File: src/rtl/trap_pkg.sv
package trap_pkg;
  localparam int unsigned B_SUP    = 0;
  localparam int unsigned B_PSUP   = 1;
  localparam int unsigned B_IEN    = 2;
  localparam int unsigned B_PIEN   = 3;
  localparam int unsigned B_S64    = 4;
  localparam int unsigned B_U64    = 5;
  localparam int unsigned B_VM     = 6;
  localparam int unsigned MASK_LSB = 8;

  localparam logic [2:0] RA_STATUS = 3'd0;
  localparam logic [2:0] RA_EPC    = 3'd1;
  localparam logic [2:0] RA_EVEC   = 3'd2;
  localparam logic [2:0] RA_CAUSE  = 3'd3;
  localparam logic [2:0] RA_BAD    = 3'd4;
endpackage

File: src/rtl/irq_pick.sv
module irq_pick #(
  parameter int unsigned N = 8
) (
  input  logic [N-1:0]                    req,
  output logic                            any,
  output logic [(N > 1 ? $clog2(N) : 1)-1:0] idx
);
  localparam int unsigned IW = (N > 1) ? $clog2(N) : 1;

  always_comb begin
    any = |req;
    idx = '0;
    for (int i = N - 1; i >= 0; i--) begin
      if (req[i]) idx = IW'(i);
    end
  end
endmodule

File: src/rtl/trap_status.sv
module trap_status
  import trap_pkg::*;
#(
  parameter int unsigned XLEN = 64,
  parameter int unsigned NIRQ = 8
) (
  input  logic            clk,
  input  logic            rst,
  input  logic            take,
  input  logic            wr_en,
  input  logic [XLEN-1:0] wr_data,
  input  logic [NIRQ-1:0] pend_in,
  output logic            sup,
  output logic            s64,
  output logic            u64,
  output logic [NIRQ-1:0] armed,
  output logic [XLEN-1:0] word
);
  localparam int unsigned PEND_LSB = MASK_LSB + NIRQ;
  localparam logic [XLEN-1:0] NIRQ_ONES = (XLEN'(1) << NIRQ) - XLEN'(1);
  localparam logic [XLEN-1:0] WR_MASK  = XLEN'(7'h7F) | (NIRQ_ONES << MASK_LSB);
  localparam logic [XLEN-1:0] RST_WORD = (XLEN'(1) << B_SUP) | (XLEN'(1) << B_S64)
                                       | (XLEN'(1) << B_U64);

  logic [XLEN-1:0] st_q;
  logic [NIRQ-1:0] pend_q;

  always_ff @(posedge clk) begin
    if (rst) begin
      st_q   <= RST_WORD;
      pend_q <= '0;
    end else begin
      pend_q <= pend_in;
      if (take) begin
        st_q[B_SUP]  <= 1'b1;
        st_q[B_PSUP] <= st_q[B_SUP];
        st_q[B_IEN]  <= 1'b0;
        st_q[B_PIEN] <= st_q[B_IEN];
      end else if (wr_en) begin
        st_q <= wr_data & WR_MASK;
      end
    end
  end

  assign sup   = st_q[B_SUP];
  assign s64   = st_q[B_S64];
  assign u64   = st_q[B_U64];
  assign armed = pend_q & st_q[MASK_LSB +: NIRQ] & {NIRQ{st_q[B_IEN]}};

  always_comb begin
    word = st_q;
    word[PEND_LSB +: NIRQ] = pend_q;
  end
endmodule

File: src/rtl/trap_regs.sv
module trap_regs #(
  parameter int unsigned XLEN = 64
) (
  input  logic            clk,
  input  logic            rst,
  input  logic            take,
  input  logic            keep_bad,
  input  logic [XLEN-1:0] epc_in,
  input  logic [XLEN-1:0] cause_in,
  input  logic [XLEN-1:0] bad_in,
  input  logic            wr_epc,
  input  logic            wr_evec,
  input  logic [XLEN-1:0] wr_data,
  output logic [XLEN-1:0] epc,
  output logic [XLEN-1:0] evec,
  output logic [XLEN-1:0] cause,
  output logic [XLEN-1:0] bad
);
  always_ff @(posedge clk) begin
    if (rst) begin
      epc   <= '0;
      evec  <= '0;
      cause <= '0;
      bad   <= '0;
    end else if (take) begin
      epc   <= epc_in;
      cause <= cause_in;
      if (!keep_bad) bad <= bad_in;
    end else begin
      if (wr_epc)  epc  <= wr_data;
      if (wr_evec) evec <= {wr_data[XLEN-1:2], 2'b00};
    end
  end
endmodule

File: src/rtl/trap_unit.sv
module trap_unit
  import trap_pkg::*;
#(
  parameter int unsigned XLEN     = 64,
  parameter int unsigned NIRQ     = 8,
  parameter logic [63:0] RESET_PC = 64'h2000
) (
  input  logic            clk,
  input  logic            rst,
  input  logic [XLEN-1:0] pc_in,
  input  logic            exc_req,
  input  logic [XLEN-1:0] exc_cause,
  input  logic [XLEN-1:0] exc_addr,
  input  logic [NIRQ-1:0] irq_pend,
  input  logic            csr_we,
  input  logic [2:0]      csr_waddr,
  input  logic [XLEN-1:0] csr_wdata,
  input  logic [2:0]      csr_raddr,
  output logic [XLEN-1:0] csr_rdata,
  input  logic            resv_set,
  output logic            resv_valid,
  output logic            redirect_valid,
  output logic [XLEN-1:0] redirect_pc,
  output logic            priv_sup,
  output logic            wide_mode
);
  localparam int unsigned IW  = (NIRQ > 1) ? $clog2(NIRQ) : 1;
  localparam int unsigned TOP = XLEN - 1;

  logic            sup, s64, u64, irq_any, take, wr_ok;
  logic [NIRQ-1:0] armed;
  logic [IW-1:0]   irq_idx;
  logic [XLEN-1:0] st_word, epc, evec, cause, bad, irq_cause, cause_in;

  trap_status #(.XLEN(XLEN), .NIRQ(NIRQ)) u_status (
    .clk(clk), .rst(rst), .take(take),
    .wr_en(wr_ok && csr_waddr == RA_STATUS), .wr_data(csr_wdata),
    .pend_in(irq_pend), .sup(sup), .s64(s64), .u64(u64),
    .armed(armed), .word(st_word)
  );

  irq_pick #(.N(NIRQ)) u_pick (.req(armed), .any(irq_any), .idx(irq_idx));

  assign take      = irq_any | exc_req;
  assign wr_ok     = csr_we & ~take;
  assign irq_cause = (s64 ? (XLEN'(1) << TOP) : (XLEN'(1) << 31)) | XLEN'(irq_idx);
  assign cause_in  = irq_any ? irq_cause : exc_cause;

  trap_regs #(.XLEN(XLEN)) u_regs (
    .clk(clk), .rst(rst), .take(take), .keep_bad(irq_any),
    .epc_in(pc_in), .cause_in(cause_in), .bad_in(exc_addr),
    .wr_epc(wr_ok && csr_waddr == RA_EPC),
    .wr_evec(wr_ok && csr_waddr == RA_EVEC),
    .wr_data(csr_wdata),
    .epc(epc), .evec(evec), .cause(cause), .bad(bad)
  );

  always_ff @(posedge clk) begin
    if (rst) begin
      redirect_valid <= 1'b1;
      redirect_pc    <= XLEN'(RESET_PC);
      resv_valid     <= 1'b0;
      csr_rdata      <= '0;
    end else begin
      redirect_valid <= take;
      if (take) redirect_pc <= evec;
      resv_valid <= ~take & (resv_valid | resv_set);
      case (csr_raddr)
        RA_STATUS: csr_rdata <= st_word;
        RA_EPC:    csr_rdata <= epc;
        RA_EVEC:   csr_rdata <= evec;
        RA_CAUSE:  csr_rdata <= cause;
        RA_BAD:    csr_rdata <= bad;
        default:   csr_rdata <= '0;
      endcase
    end
  end

  assign priv_sup  = sup;
  assign wide_mode = sup ? s64 : u64;
endmodule

File: config.mk
export PLATFORM = sky130hd
export DESIGN_NAME = trap_unit
export DESIGN_NICKNAME = d
export VERILOG_FILES = /design/src/rtl/trap_pkg.sv /design/src/rtl/irq_pick.sv /design/src/rtl/trap_status.sv /design/src/rtl/trap_regs.sv /design/src/rtl/trap_unit.sv
export SDC_FILE = /design/constraint.sdc
export NUM_CORES = 1
export LEC_CHECK = 0
export BUFFER_PORTS_ARGS = -buffer_cell sky130_fd_sc_hd__buf_4
export CORE_MARGIN = 5
export CORE_UTILIZATION = 56
export DETAILED_ROUTE_END_ITERATION = 8
export PLACE_DENSITY = 0.91
export SYNTH_ARGS = -nofsm -noshare
export SYNTH_HDL_FRONTEND = slang
export SYNTH_SLANG_ARGS = --single-unit
File: constraint.sdc
create_clock -name clk -period 2.7 [get_ports clk]
set_input_delay 0.54 -clock clk [delete_from_list [all_inputs] [get_ports clk]]
set_output_delay 0.54 -clock clk [all_outputs]
set_load 0.03 [all_outputs]
==> implementation parameters <==
Parameter                              Value

Floorplan
  Area of the die ... 30500 um^2
  Standard-cell row count ... 60
  Placeable core region ... 26900 um^2
  Die height ... 175 um
  Die width ... 175 um
  Boundary Pins ... 407
  Initial core utilization ... 56.6%

Flow run
  Max-cap violation count ... 0

Final layout
  Area of all sequential standard cells ... 8110 um^2
  Multi-input logic area ... 6530 um^2
  Proportion of layout cells with a drive suffix above 1 ... 25.3%
  Net count, final ... 2317
  Fill cell total of the finished layout ... 1808
  Area growth from synthesis to layout ... 31.4%
  Design Area, Final ... 20000 um^2

Synth
  Main flop type after synthesis ... sky130_fd_sc_hd__dfxtp_1
  Avg Cell Area, Syn ... 8.93 um^2
  Synth Instances ... 1703
  Distinct cell type count after synthesis ... 40
  Proportion of synthesized flip-flops having asynchronous set or reset ... 0%
  Synthesized area ... 15200 um^2
  Yosys synthesis warning count ... 0
  Leading cell types by total area after synthesis ... sky130_fd_sc_hd__dfxtp_1 (53%), sky130_fd_sc_hd__nand2_1 (9.4%), sky130_fd_sc_hd__a21oi_1 (9.2%), sky130_fd_sc_hd__mux2i_1 (6.5%), sky130_fd_sc_hd__a22oi_1 (5.3%)
  Number of flops mapped to enable cells by yosys ... 0
  Sequential-to-total area share from yosys stat ... 53.3%
  Cell type with the largest total area after synthesis ... sky130_fd_sc_hd__dfxtp_1
  Register bit total from synthesis ... 405
  Area share of the largest cell type after synthesis ... 53.3%

Routing
  First-pass iteration count of the detailed router ... 6
  Average wire length per cell after detail routing ... 21.9 um
  Routed vias/inst ... 6.10
  Final antenna-violating net count ... 0
  Number of vias in the routed layout ... 14.7k
  Drt initial violations ... 1757
  Drc violations ... 0
  Aggregate routed wire length ... 53.0 mm

Worst setup path
  Endpoint type of the worst setup path ... flop
  Largest driver fanout on the critical path ... 39
  R2r setup slk ... 0.30 ns
  Required time of the worst setup path ... 3.15 ns
  Arrival time of data at the critical path endpoint ... 2.85 ns
  Category of the worst setup path launch point ... flop
  Worst setup path category ... reg -> reg

Global route
  Overall routing resource usage ... 32.7%
  Via count of the first global-routing pass ... 14.9k
  Initial antenna violation count ... 2
  Global-route wire length before repair ... 80.5 mm
  Maximum number of pins on one net before global-route repair ... 114
  Global-route congestion overflow total ... 0

Timing
  Final count of hold timing violations ... 0
  Min setup slack post-route ... 0.303 ns
  Final total negative setup slack ... 0 ns
  Max-slew violations ... 0
  Unrepaired setup endpoints after global routing ... no
  Maximum operating frequency ... 417 MHz
  Worst slew pin tran ... 1.18 ns
  Setup violations, final ... 0
  Worst clock skew ... 0.0134 ns
  Final critical delay including setup and external delays ... 2.40 ns
  Rel. slew slack ... 21.2%
  Fin crit share ... 88.8%

CTS
  Hold-fix buffers, CTS ... 0
  Clock latency of the later-clocked register in the worst-skew pair ... 0.52 ns
  TritonCTS clock tree ... done
  Maximum buffer depth of the clock tree ... 3
  Resized cells post-CTS ... 0
  Clock edge transition at the registers on the reported setup and hold paths ... 0.06 ns
  Post CTS Setup Buffer Count ... 0
  Clock tree root driver cell ... sky130_fd_sc_hd__clkbuf_16
  Total clock buffers created by CTS ... 41
  Number of H-tree levels ... 2
  Sinks on Clock Net ... 405

Power and ir drop
  Switching part of the total ... 23.4%
  Static power due to leakage ... 7.80 nW
  Internal power ... 10.4 mW
  Power per standard cell area ... 679 nW/um^2
  Share of power burned in registers ... 46.8%
  Largest vdd supply drop ... 0.518 mV
  Combinational group share of total power ... 9.3%
  Power spent charging and discharging nets ... 3.17 mW
  Share of power burned in the clock network ... 43.9%

Place
  IO buf count ... 404
  Standard cell area after detailed placement ... 18500 um^2
  Gpl congestion ... 0.918
  Detail Placement HPWL ... 34.9 mm
  Placement-stage worst setup slack ... 0.274 ns

Outcome
  Outcome ... complete, no violations

Hold path
  Path type of the worst min-delay path ... in -> reg
placed cells by master (no fill, tap or decap), types with 2 or more instances in the layout:
cell,instances
sky130_fd_sc_hd__nor2_4,5
sky130_fd_sc_hd__bufinv_16,4
sky130_fd_sc_hd__clkbuf_16,43
sky130_fd_sc_hd__nand3_1,2
sky130_fd_sc_hd__nor3_1,4
sky130_fd_sc_hd__a22oi_2,4
sky130_fd_sc_hd__nand2_2,2
sky130_fd_sc_hd__a211oi_1,69
sky130_fd_sc_hd__a22o_1,59
sky130_fd_sc_hd__a21oi_1,279
sky130_fd_sc_hd__buf_4,424
sky130_fd_sc_hd__nor2b_1,9
sky130_fd_sc_hd__inv_1,3
sky130_fd_sc_hd__o21ai_0,2
sky130_fd_sc_hd__diode_2,2
sky130_fd_sc_hd__dfxtp_1,405
sky130_fd_sc_hd__clkbuf_1,8
sky130_fd_sc_hd__nand2_1,381
sky130_fd_sc_hd__clkinv_2,2
sky130_fd_sc_hd__nor3_4,3
sky130_fd_sc_hd__a22oi_1,107
sky130_fd_sc_hd__mux2i_1,99
sky130_fd_sc_hd__buf_12,13
sky130_fd_sc_hd__clkinvlp_4,2
sky130_fd_sc_hd__conb_1,2
sky130_fd_sc_hd__nor2_1,107
sky130_fd_sc_hd__clkbuf_8,12
registers in the layout, summed over array words and instances, names as in the netlist:
register         flops
u_regs.cause        64
csr_rdata           64
u_status.st_q       15
u_regs.bad          64
u_regs.evec         62
redirect_valid       1
resv_valid           1
u_regs.epc          64
u_status.pend_q      8
redirect_pc         62
cell families after synthesis:
| logic type | count (synthesis) | share of synthesized area (%) |
|---|---|---|
| buffers and inverters | 147 | 4.28 |
| AO/OA/AOI/OAI | 527 | 22.2 |
| multiplexers | 100 | 6.59 |
| other | 1 | 0.0247 |
| flip-flops | 405 | 53.3 |
| AND/OR/NAND/NOR | 523 | 13.6 |
critical path: stages, from the launching register on:
cell                      delay [ns]
sky130_fd_sc_hd__dfxtp_1        0.37
sky130_fd_sc_hd__a22oi_2        0.34
sky130_fd_sc_hd__a41oi_4        0.17
sky130_fd_sc_hd__nor3_4         0.92
sky130_fd_sc_hd__buf_12         0.31
sky130_fd_sc_hd__a22o_1         0.18
metrics by stage:
step / cells / total power, mW / util [%] / hold WS (ns)
after CTS: 2413 / 13.6 / 74.3 / 0.208
after global routing: 2415 / 13.9 / 74.3 / 0.220
after global placement: 2340 / 7.65 / 69.0 / 0.440
final: 2415 / 13.6 / 74.3 / 0.227
after floorplan: 1704 / 7.05 / - / 0.432
after detailed placement: 2340 / 7.70 / 69.0 / 0.444
path summary, 6_finish.rpt:
check                startpoint  cells after the start          endpoint
max          u_status.pend_q[4]                      5  u_regs.cause[35]
min                exc_cause[6]                      2   u_regs.cause[6]
max reg2reg  u_status.pend_q[4]                      5  u_regs.cause[35]
min reg2reg     redirect_pc[41]                      2   redirect_pc[41]
cell usage after synthesis, types with 2 or more instances:
cell type / n
sky130_fd_sc_hd__a211oi_1: 69
sky130_fd_sc_hd__a21oi_1: 279
sky130_fd_sc_hd__a22o_1: 59
sky130_fd_sc_hd__a22oi_1: 107
sky130_fd_sc_hd__a22oi_2: 4
sky130_fd_sc_hd__buf_1: 5
sky130_fd_sc_hd__buf_2: 60
sky130_fd_sc_hd__buf_4: 4
sky130_fd_sc_hd__clkbuf_1: 72
sky130_fd_sc_hd__dfxtp_1: 405
sky130_fd_sc_hd__inv_1: 3
sky130_fd_sc_hd__mux2i_1: 99
sky130_fd_sc_hd__nand2_1: 382
sky130_fd_sc_hd__nand2b_1: 2
sky130_fd_sc_hd__nand3_1: 2
sky130_fd_sc_hd__nor2_1: 109
sky130_fd_sc_hd__nor2_2: 3
sky130_fd_sc_hd__nor2b_1: 9
sky130_fd_sc_hd__nor3_1: 5
sky130_fd_sc_hd__nor3_2: 3
sky130_fd_sc_hd__o21ai_0: 2
sky130_fd_sc_hd__or3_1: 2
layout make-up:
class	instances	area share, %
Antenna cell	2	0.0251
Clock buffer	63	6.36
Clock inverter	10	0.814
Inverter	4	0.0752
Multi-Input combinational cell	1152	32.7
Sequential cell	405	40.6
Tap cell	341	2.14
Timing Repair Buffer	438	17.3
per-layer routing:
layer	GRT usage, %	wire [um]
met5	0	0
met3	7.33	5650
met1	38.7	18900
met4	18.0	3070
met2	55.4	25400
power by group through the flow:
stage                     clock network [mW]  logic, mW  registers [mW]
after floorplan                            0      0.568            6.48
after global placement                     0       1.20            6.46
after detailed placement                   0       1.22            6.47
after CTS                               5.98       1.24            6.34
after global routing                    6.23       1.34            6.37
final                                   5.95       1.26            6.35
Power figures use the tool's default switching activity.
